<file path="src/rtl/slpctl_pkg.sv">
package slpctl_pkg;

    typedef enum logic [1:0] {
        ST_AWAKE      = 2'd0,
        ST_ENTERING   = 2'd1,
        ST_ASLEEP     = 2'd2,
        ST_RECOVERING = 2'd3
    } slp_state_e;

    typedef struct packed {
        logic asleep;
        logic accept;
        logic abort;
        logic viol;
    } slp_flags_t;

    // counter width able to hold the larger window length
    function automatic int win_cnt_bits(input int entry_len, input int exit_len);
        int m;
        m = (entry_len > exit_len) ? entry_len : exit_len;
        return (m < 2) ? 1 : $clog2(m + 1);
    endfunction

endpackage

</file>
<file path="src/rtl/slpctl_sync.sv">
module slpctl_sync #(
    parameter int STAGES = 2
) (
    input  logic clk,
    input  logic rst,
    input  logic d_i,
    output logic q_o
);
    logic [STAGES-1:0] chain;

    always_ff @(posedge clk) begin
        if (rst) chain <= '0;
        else     chain <= {chain[STAGES-2:0], d_i};
    end

    assign q_o = chain[STAGES-1];
endmodule

</file>
<file path="src/rtl/slpctl_fsm.sv">
module slpctl_fsm
    import slpctl_pkg::*;
#(
    parameter int ENTRY_CYC = 2,
    parameter int EXIT_CYC  = 2,
    parameter int CNT_W     = 2
) (
    input  logic       clk,
    input  logic       rst,
    input  logic       req_sync_i,
    input  logic       selected_i,
    input  logic       busy_i,
    output slp_flags_t flags_o
);
    localparam logic [CNT_W-1:0] ENTRY_LAST = CNT_W'(ENTRY_CYC - 1);
    localparam logic [CNT_W-1:0] EXIT_LAST  = CNT_W'(EXIT_CYC - 1);

    slp_state_e       state;
    logic [CNT_W-1:0] cnt;
    logic             abort_q;
    logic             viol_q;

    always_ff @(posedge clk) begin
        if (rst) begin
            state   <= ST_AWAKE;
            cnt     <= '0;
            abort_q <= 1'b0;
            viol_q  <= 1'b0;
        end else begin
            abort_q <= 1'b0;
            viol_q  <= 1'b0;
            case (state)
                ST_AWAKE: begin
                    if (req_sync_i) begin
                        state   <= ST_ENTERING;
                        cnt     <= '0;
                        abort_q <= busy_i;
                        viol_q  <= selected_i;
                    end
                end
                ST_ENTERING: begin
                    // entry runs to completion even if the request drops
                    if (cnt == ENTRY_LAST) begin
                        state <= ST_ASLEEP;
                        cnt   <= '0;
                    end else begin
                        cnt <= cnt + 1'b1;
                    end
                end
                ST_ASLEEP: begin
                    if (!req_sync_i) begin
                        state <= ST_RECOVERING;
                        cnt   <= '0;
                    end
                end
                ST_RECOVERING: begin
                    if (cnt == EXIT_LAST) begin
                        state <= ST_AWAKE;
                        cnt   <= '0;
                    end else begin
                        cnt <= cnt + 1'b1;
                    end
                end
                default: begin
                    state <= ST_AWAKE;
                    cnt   <= '0;
                end
            endcase
        end
    end

    always_comb begin
        flags_o.asleep = (state == ST_ASLEEP);
        flags_o.accept = (state == ST_AWAKE);
        flags_o.abort  = abort_q;
        flags_o.viol   = viol_q;
    end
endmodule

</file>
<file path="src/rtl/slpctl_gate.sv">
module slpctl_gate #(
    parameter int NSEL = 2,
    parameter int NSTB = 2
) (
    input  logic            accept_i,
    input  logic [NSEL-1:0] sel_i,
    input  logic [NSTB-1:0] strb_i,
    input  logic            drive_i,
    output logic [NSEL-1:0] sel_o,
    output logic [NSTB-1:0] strb_o,
    output logic            oe_o
);
    for (genvar i = 0; i < NSEL; i++) begin : g_sel
        assign sel_o[i] = sel_i[i] & accept_i;
    end
    for (genvar j = 0; j < NSTB; j++) begin : g_strb
        assign strb_o[j] = strb_i[j] & accept_i;
    end
    assign oe_o = drive_i & accept_i;
endmodule

</file>
<file path="src/rtl/slpctl_top.sv">
module slpctl_top
    import slpctl_pkg::*;
#(
    parameter int NSEL        = 2,
    parameter int NSTB        = 2,
    parameter int SYNC_STAGES = 2,
    parameter int ENTRY_CYC   = 2,
    parameter int EXIT_CYC    = 2
) (
    input  logic            clk,
    input  logic            rst,
    input  logic            sleep_req_i,
    input  logic [NSEL-1:0] chip_sel_i,
    input  logic [NSTB-1:0] addr_strb_i,
    input  logic            access_busy_i,
    input  logic            drive_req_i,
    output logic            asleep_o,
    output logic            cmd_accept_o,
    output logic [NSEL-1:0] sel_gated_o,
    output logic [NSTB-1:0] strb_gated_o,
    output logic            dq_oe_o,
    output logic            abort_o,
    output logic            viol_o
);
    localparam int CNT_W = win_cnt_bits(ENTRY_CYC, EXIT_CYC);

    logic       req_sync;
    slp_flags_t flags;

    slpctl_sync #(.STAGES(SYNC_STAGES)) u_sync (
        .clk (clk),
        .rst (rst),
        .d_i (sleep_req_i),
        .q_o (req_sync)
    );

    slpctl_fsm #(
        .ENTRY_CYC (ENTRY_CYC),
        .EXIT_CYC  (EXIT_CYC),
        .CNT_W     (CNT_W)
    ) u_fsm (
        .clk        (clk),
        .rst        (rst),
        .req_sync_i (req_sync),
        .selected_i (&chip_sel_i),
        .busy_i     (access_busy_i),
        .flags_o    (flags)
    );

    slpctl_gate #(.NSEL(NSEL), .NSTB(NSTB)) u_gate (
        .accept_i (flags.accept),
        .sel_i    (chip_sel_i),
        .strb_i   (addr_strb_i),
        .drive_i  (drive_req_i),
        .sel_o    (sel_gated_o),
        .strb_o   (strb_gated_o),
        .oe_o     (dq_oe_o)
    );

    assign asleep_o     = flags.asleep;
    assign cmd_accept_o = flags.accept;
    assign abort_o      = flags.abort;
    assign viol_o       = flags.viol;
endmodule

</file>
<file path="config.mk">
export PLATFORM = sky130hd
export DESIGN_NAME = slpctl_top
export DESIGN_NICKNAME = d
export VERILOG_FILES = /design/src/rtl/slpctl_pkg.sv /design/src/rtl/slpctl_sync.sv /design/src/rtl/slpctl_fsm.sv /design/src/rtl/slpctl_gate.sv /design/src/rtl/slpctl_top.sv
export SDC_FILE = /design/constraint.sdc
export NUM_CORES = 1
export LEC_CHECK = 0
export ABC_CLOCK_PERIOD_IN_PS = 4540
export CORE_MARGIN = 2
export CORE_UTILIZATION = 30
export DETAILED_ROUTE_END_ITERATION = 16
export DONT_BUFFER_PORTS = 1
export SLEW_MARGIN = 20
export SYNTH_ARGS = -nofsm -noshare
export SYNTH_HDL_FRONTEND = slang
export SYNTH_SLANG_ARGS = --single-unit
export TNS_END_PERCENT = 30
</file>
<file path="constraint.sdc">
create_clock -name clk -period 4.54 [get_ports clk]
set_clock_uncertainty 0.15 [all_clocks]
set_input_delay 1.135 -clock clk [delete_from_list [all_inputs] [get_ports clk]]
set_output_delay 1.135 -clock clk [all_outputs]
set_load 0.02 [all_outputs]
</file>
=== Word level (Yosys, flattened, before mapping) ===
Cells that the tools add are included.

* Logic and storage cells: 36
* Flip-flop bits (word level): 8
* Input bits: 9
* Output and inout bits: 9

* Muxes and demuxes: 9
* Bitwise operators: 7
* Equality and inequality tests: 8
* $add $sub $neg: 1
* Reductions and logical operators: 6

{| class="wikitable"
|+ Operator list
! operator !! count
|-
| two-way mux 2 bit || 7
|-
| one-hot mux 2 bit (4 select lines) || 1
|-
| one-hot mux 2 bit (3 select lines) || 1
|-
| AND 1 bit || 5
|-
| == test 2 x 1 -> 1 bit, second input constant || 2
|-
| == test 2 bit, second input constant || 2
|-
| inequality test 2 x 1 -> 1 bit, second input constant || 2
|-
| inequality test 2 bit, second input constant || 2
|-
| AND reduction 2 bit || 2
|-
| AND reduction 4 bit || 1
|-
| OR reduction 3 bit || 1
|-
| adder 2 x 1 -> 2 bit, second input constant || 1
|-
| logical NOT 2 bit || 1
|-
| NOT 1 bit || 2
|-
| OR reduction 2 bit || 1
|}

=== Depth between registers and ports, before layout ===
* Word-level depth: 3
* Gate-level depth with buffers: 5
* Mapped depth without buffers: 5

=== By module ===
From an unflattened synthesis, not the netlist that was laid out.

* Cell total of the unflattened synthesis: 42
* Area total of the unflattened synthesis: 422.9 µm²

{| class="wikitable"
|+ Modules (own cells, without submodules)
! module !! area each (µm²) !! instances !! cells each !! sequential area each (µm²)
|-
| slpctl_fsm || 332.8 || 1 || 32 || 120.1
|-
| slpctl_sync || 52.6 || 1 || 4 || 40.0
|-
| slpctl_gate || 31.3 || 1 || 5 || 0.0
|-
| slpctl_top || 6.3 || 1 || 1 || 0.0
|}

=== Worst setup path after synthesis ===
Ideal clock, no wire load.

* Path type: input to output
* Start point: input port drive_req_i
* End point: output port dq_oe_o
* Stages: 1
* Buffers on the path: 0
* Slack: 1904 ps
* Data arrival time: 1351 ps
* Required time: 3255 ps
* Cell sequence: and2_1

* Word-level cells in the longest chain between the ends: 1

{| class="wikitable"
|+ Ends and longest elaborated chain
! what !! RTL line !! RTL
|-
| start, declared || slpctl_top.sv:16 || <nowiki>input logic drive_req_i,</nowiki>
|-
| AND 1 bit || slpctl_gate.sv:19 || <nowiki>assign oe_o = drive_i & accept_i;</nowiki>
|-
| end, declared || slpctl_top.sv:21 || <nowiki>output logic dq_oe_o,</nowiki>
|}

No other way between the ends.

=== Worst setup path in the final report ===
Ends and elaborated chain as after synthesis.

==> results.md <==
Placement:
- The area of placed instances is 435.4 um^2.
- The worst slack at placement is 1.891 ns.
- The count of buffers added on input and output ports is 0.
- At the end of routability-driven placement, the weighted congestion stood at 0.6753.
- After legalization and detailed placement, the total HPWL measured 506.2 um.
- Once placement completed, the tool counted placed cells totaling between 50 and 60.

Floorplan:
- The die is a little over 40 um tall.
- The die extent in x is 41.49 um.
- The floorplan has 13 rows.
- The effective utilization at floorplan is about 32%.
- The I/O pin total is 18.
- The floorplan core area is about 1300 um^2.
- The total die area is between 1500 and 2000 um^2.

Synth:
- Synthesis inferred 8 register bits.
- The XOR/XNOR share of the synthesized area is 0%.
- After synthesis, the largest family of logic cells by area is simple AND/OR/NAND/NOR gates.
- A synthesized cell averages about 9.8 um^2.
- The post-synthesis share of cell area spent on full adders, half adders and majority gates is 14.84%.
- After synthesis, the cell types taking the most area are sky130_fd_sc_hd__dfxtp_1, sky130_fd_sc_hd__ha_1, sky130_fd_sc_hd__and2_1.
- The mapped netlist covers about 420 um^2.
- The fraction of the mapped netlist area in compound gates is 9.792%.
- After synthesis, flip-flops and latches occupy 37.98% of the total area.
- Synthesis produced a netlist whose cell count is 43.
- The net count after synthesis is 57.
- The share of synthesized cell area in and, or, nand and nor gates is between 20% and 30%.
- The portion of netlist area occupied by mux cells is 9.199%.
- sky130_fd_sc_hd__dfxtp_1 takes more of the synthesized area than any other cell.
- The count of unique library cells instantiated by Yosys is 20.
- The proportion of netlist area held by the largest area contributor is 37.98%.
- Yosys printed 0 warnings.

Clock network:
- For this design, the sink count on the clock tree is 8.
- Clock-pin slew was measured on the worst setup and hold paths at 0.05 ns.
- The number of setup buffers added after CTS is 0.
- The post-cts gate resize count is 0.
- The buffer type at the clock tree root is sky130_fd_sc_hd__clkbuf_4.
- Counting along the longest clock path gives a buffer depth of 2.
- CTS built an H-tree with a depth of 1.
- The clock latency of the later-clocked register in the worst-skew pair is 0.25 ns.
- The TritonCTS clock tree is done.
- In this run, CTS created clock tree buffers numbering 3.
- The number of hold buffers added after CTS is 0.

Detailed routing:
- The first routing iteration left 2 violations.
- Dividing the detail-routed wire length by the instance count gives roughly 11 um.
- Wires add up to 635 um.
- The total DRC errors in the routed layout is 0.
- The via density per instance is 4.717.
- The number of detailed-routing iterations run before antenna repair is 2.
- The count of nets left with antenna violations once routing finished came out at 0.
- The routed layout has between 200 and 300 vias.

Layout:
- Fill cells in the final layout number 154.
- From synthesis to final layout, the design area changed by 8.605%.
- The library cell used most frequently in the layout, excluding fill and tap cells, is sky130_fd_sc_hd__dfxtp_1.
- The area of all placed cells without fillers is 457.9 um^2.
- The repair_antennas step left the layout with diodes totalling 0.
- Once layout is complete, the cells apart from fillers number 60.
- The share of final-layout standard cells stronger than drive strength 1 is 17.78%.
- In the layout the commonest cells are sky130_fd_sc_hd__dfxtp_1, sky130_fd_sc_hd__and2_1, sky130_fd_sc_hd__ha_1.
- The post-layout net count is 61.

STA:
- The max-slew violation count is 0.
- At the pin with the least slew margin, the transition time is 0.2757 ns.
- The total of endpoints with negative setup slack in the final report is 0.
- The number of failing hold endpoints at the final stage is 0.
- The max-slew headroom at the worst pin is between 80 and 90%.
- The worst-case setup margin in the final layout is 1.895 ns.
- Counting I/O delays and the setup requirement, the final critical path takes 2.645 ns.
- Derived from the worst setup path, the maximum achievable clock frequency is 378.0 MHz.
- Setup repair after global routing left no endpoint under its margin.
- The worst path uses 58.27% of the clock period.
- The setup TNS is 0 ns.

Global routing:
- Global routing used 8.288% of the available tracks.
- The number of global-route vias before repair is 256.
- The number of antenna violations at the first check in global routing came to 0.
- The maximum number of pins on one net before global-route repair is 10.
- The first-pass GRT wire length is 1069 um.
- Global routing finished with a remaining overflow of 0.

Pwr:
- For this design the static power due to leakage is 0.1854 nW.
- The power density over cell area is 532.2 nW/um^2.
- Across the VDD grid, the largest voltage drop is 0.0001979 V.
- The sum of internal, switching and leakage power is 0.2437 mW.

Flow run:
- The tool flagged a number of max-cap violations equal to 0.

Setup path:
- Counting cells, the worst reg-to-reg path comes to 5.
- STA puts the critical path data required time at 3.25 ns.
- The total stage count of the critical path is 1.
- The element type at the critical path start is an input pin.
- The biggest cell delay along the critical path is 0.22 ns.
- In this run the worst path has a maximum fanout of 1.
- The critical path contains buffers and inverters numbering 0 combined.
- The critical path in this run is classified as input pin to primary output.
- Data on the critical path arrives at its endpoint at 1.36 ns.
- The kind of capture point of the worst setup path is a primary output.
- Traced cell by cell, the critical path runs through and2_1.
- Broken down by cell family, the worst path's largest delay share belongs to simple AND/OR/NAND/NOR gates.
- For this design, the slowest cell found on the critical path is sky130_fd_sc_hd__and2_1.

Hold path:
- Along the worst hold path, the cell count comes to 1.
- The path type of the worst min-delay path is flip-flop to flip-flop.

Run status:
- The flow ran to the end, and the final reports show no timing, DRC or antenna violations.
[layer usage]
layer / share of wire (%) / wire length, um / vias to the layer above / track usage [%]
met4: 0.79 / 5 / 0 / 7.742
li1: - / - / 143 / -
met3: 3.9 / 25 / 2 / 1.739
met2: 48 / 306 / 6 / 11.25
met5: 0 / 0 / - / 0
met1: 47 / 297 / 132 / 10.67
[per-stage QoR]
stage | hold WS (ns) | util [%]
after detailed placement | 0.2803 | 33.46
after global placement | 0.2678 | 33.46
after CTS | 0.2919 | 35.19
final | 0.2860 | 35.19
after floorplan | 0.2638 | -
after global routing | 0.3075 | 35.19
[report_power, final]
group / switching [mW] / internal [mW]
clock: 0.0229 / 0.0302
combinational: 0.0648 / 0.0407
sequential: 0.00689 / 0.0782
total: 0.0946 / 0.149
[synthesized netlist by cell type]
| cell | instances |
|---|---|
| sky130_fd_sc_hd__dfxtp_1 | 8 |
| sky130_fd_sc_hd__mux2i_1 | 1 |
| sky130_fd_sc_hd__nand2_1 | 2 |
| sky130_fd_sc_hd__o21bai_1 | 1 |
| sky130_fd_sc_hd__ha_1 | 5 |
| sky130_fd_sc_hd__inv_1 | 3 |
| sky130_fd_sc_hd__a21oi_1 | 1 |
| sky130_fd_sc_hd__nor2_1 | 2 |
| sky130_fd_sc_hd__o21a_1 | 1 |
| sky130_fd_sc_hd__mux2_4 | 1 |
| sky130_fd_sc_hd__nor2_2 | 1 |
| sky130_fd_sc_hd__a211oi_2 | 1 |
| sky130_fd_sc_hd__clkbuf_2 | 1 |
| sky130_fd_sc_hd__nor2b_1 | 3 |
| sky130_fd_sc_hd__nor3_1 | 1 |
| sky130_fd_sc_hd__mux2i_2 | 1 |
| sky130_fd_sc_hd__nor3b_1 | 1 |
| sky130_fd_sc_hd__nand2b_1 | 3 |
| sky130_fd_sc_hd__o21ai_2 | 1 |
| sky130_fd_sc_hd__and2_1 | 5 |
[cells by family (layout without fill, tap and decap cells)]
group,after synthesis,after routing
DFF,8,8
muxes,3,3
and+or+nand+nor,18,18
AOI/OAI and AO/OA,5,5
adders and majority gates,5,5
buffers and inverters,4,6
[cell type report]
| type | instances | area (um^2) | area share, % |
|---|---|---|---|
| multi-input cells | 31 | 245.2 | 53.55 |
| flip-flops and latches | 8 | 160.2 | 34.97 |
| clock buffers | 3 | 22.52 | 4.918 |
| well taps | 15 | 18.77 | 4.098 |
| inverters | 3 | 11.26 | 2.459 |
[worst paths after layout]
path	end	slack [ns]	start
worst min-delay path	u_sync.chain[1]	0.29	u_sync.chain[0]
worst min register to register	u_sync.chain[1]	0.29	u_sync.chain[0]
worst max register to register	u_fsm.cnt[0]	2.85	u_fsm.state[0]
worst max-delay path	dq_oe_o	1.89	drive_req_i
[state kept, by name (all words and copies together), names as in the netlist]
signal	count
u_fsm.abort_q	1
u_fsm.cnt	2
u_fsm.state	2
u_fsm.viol_q	1
u_sync.chain	2
(Power assumes the default switching activity.)
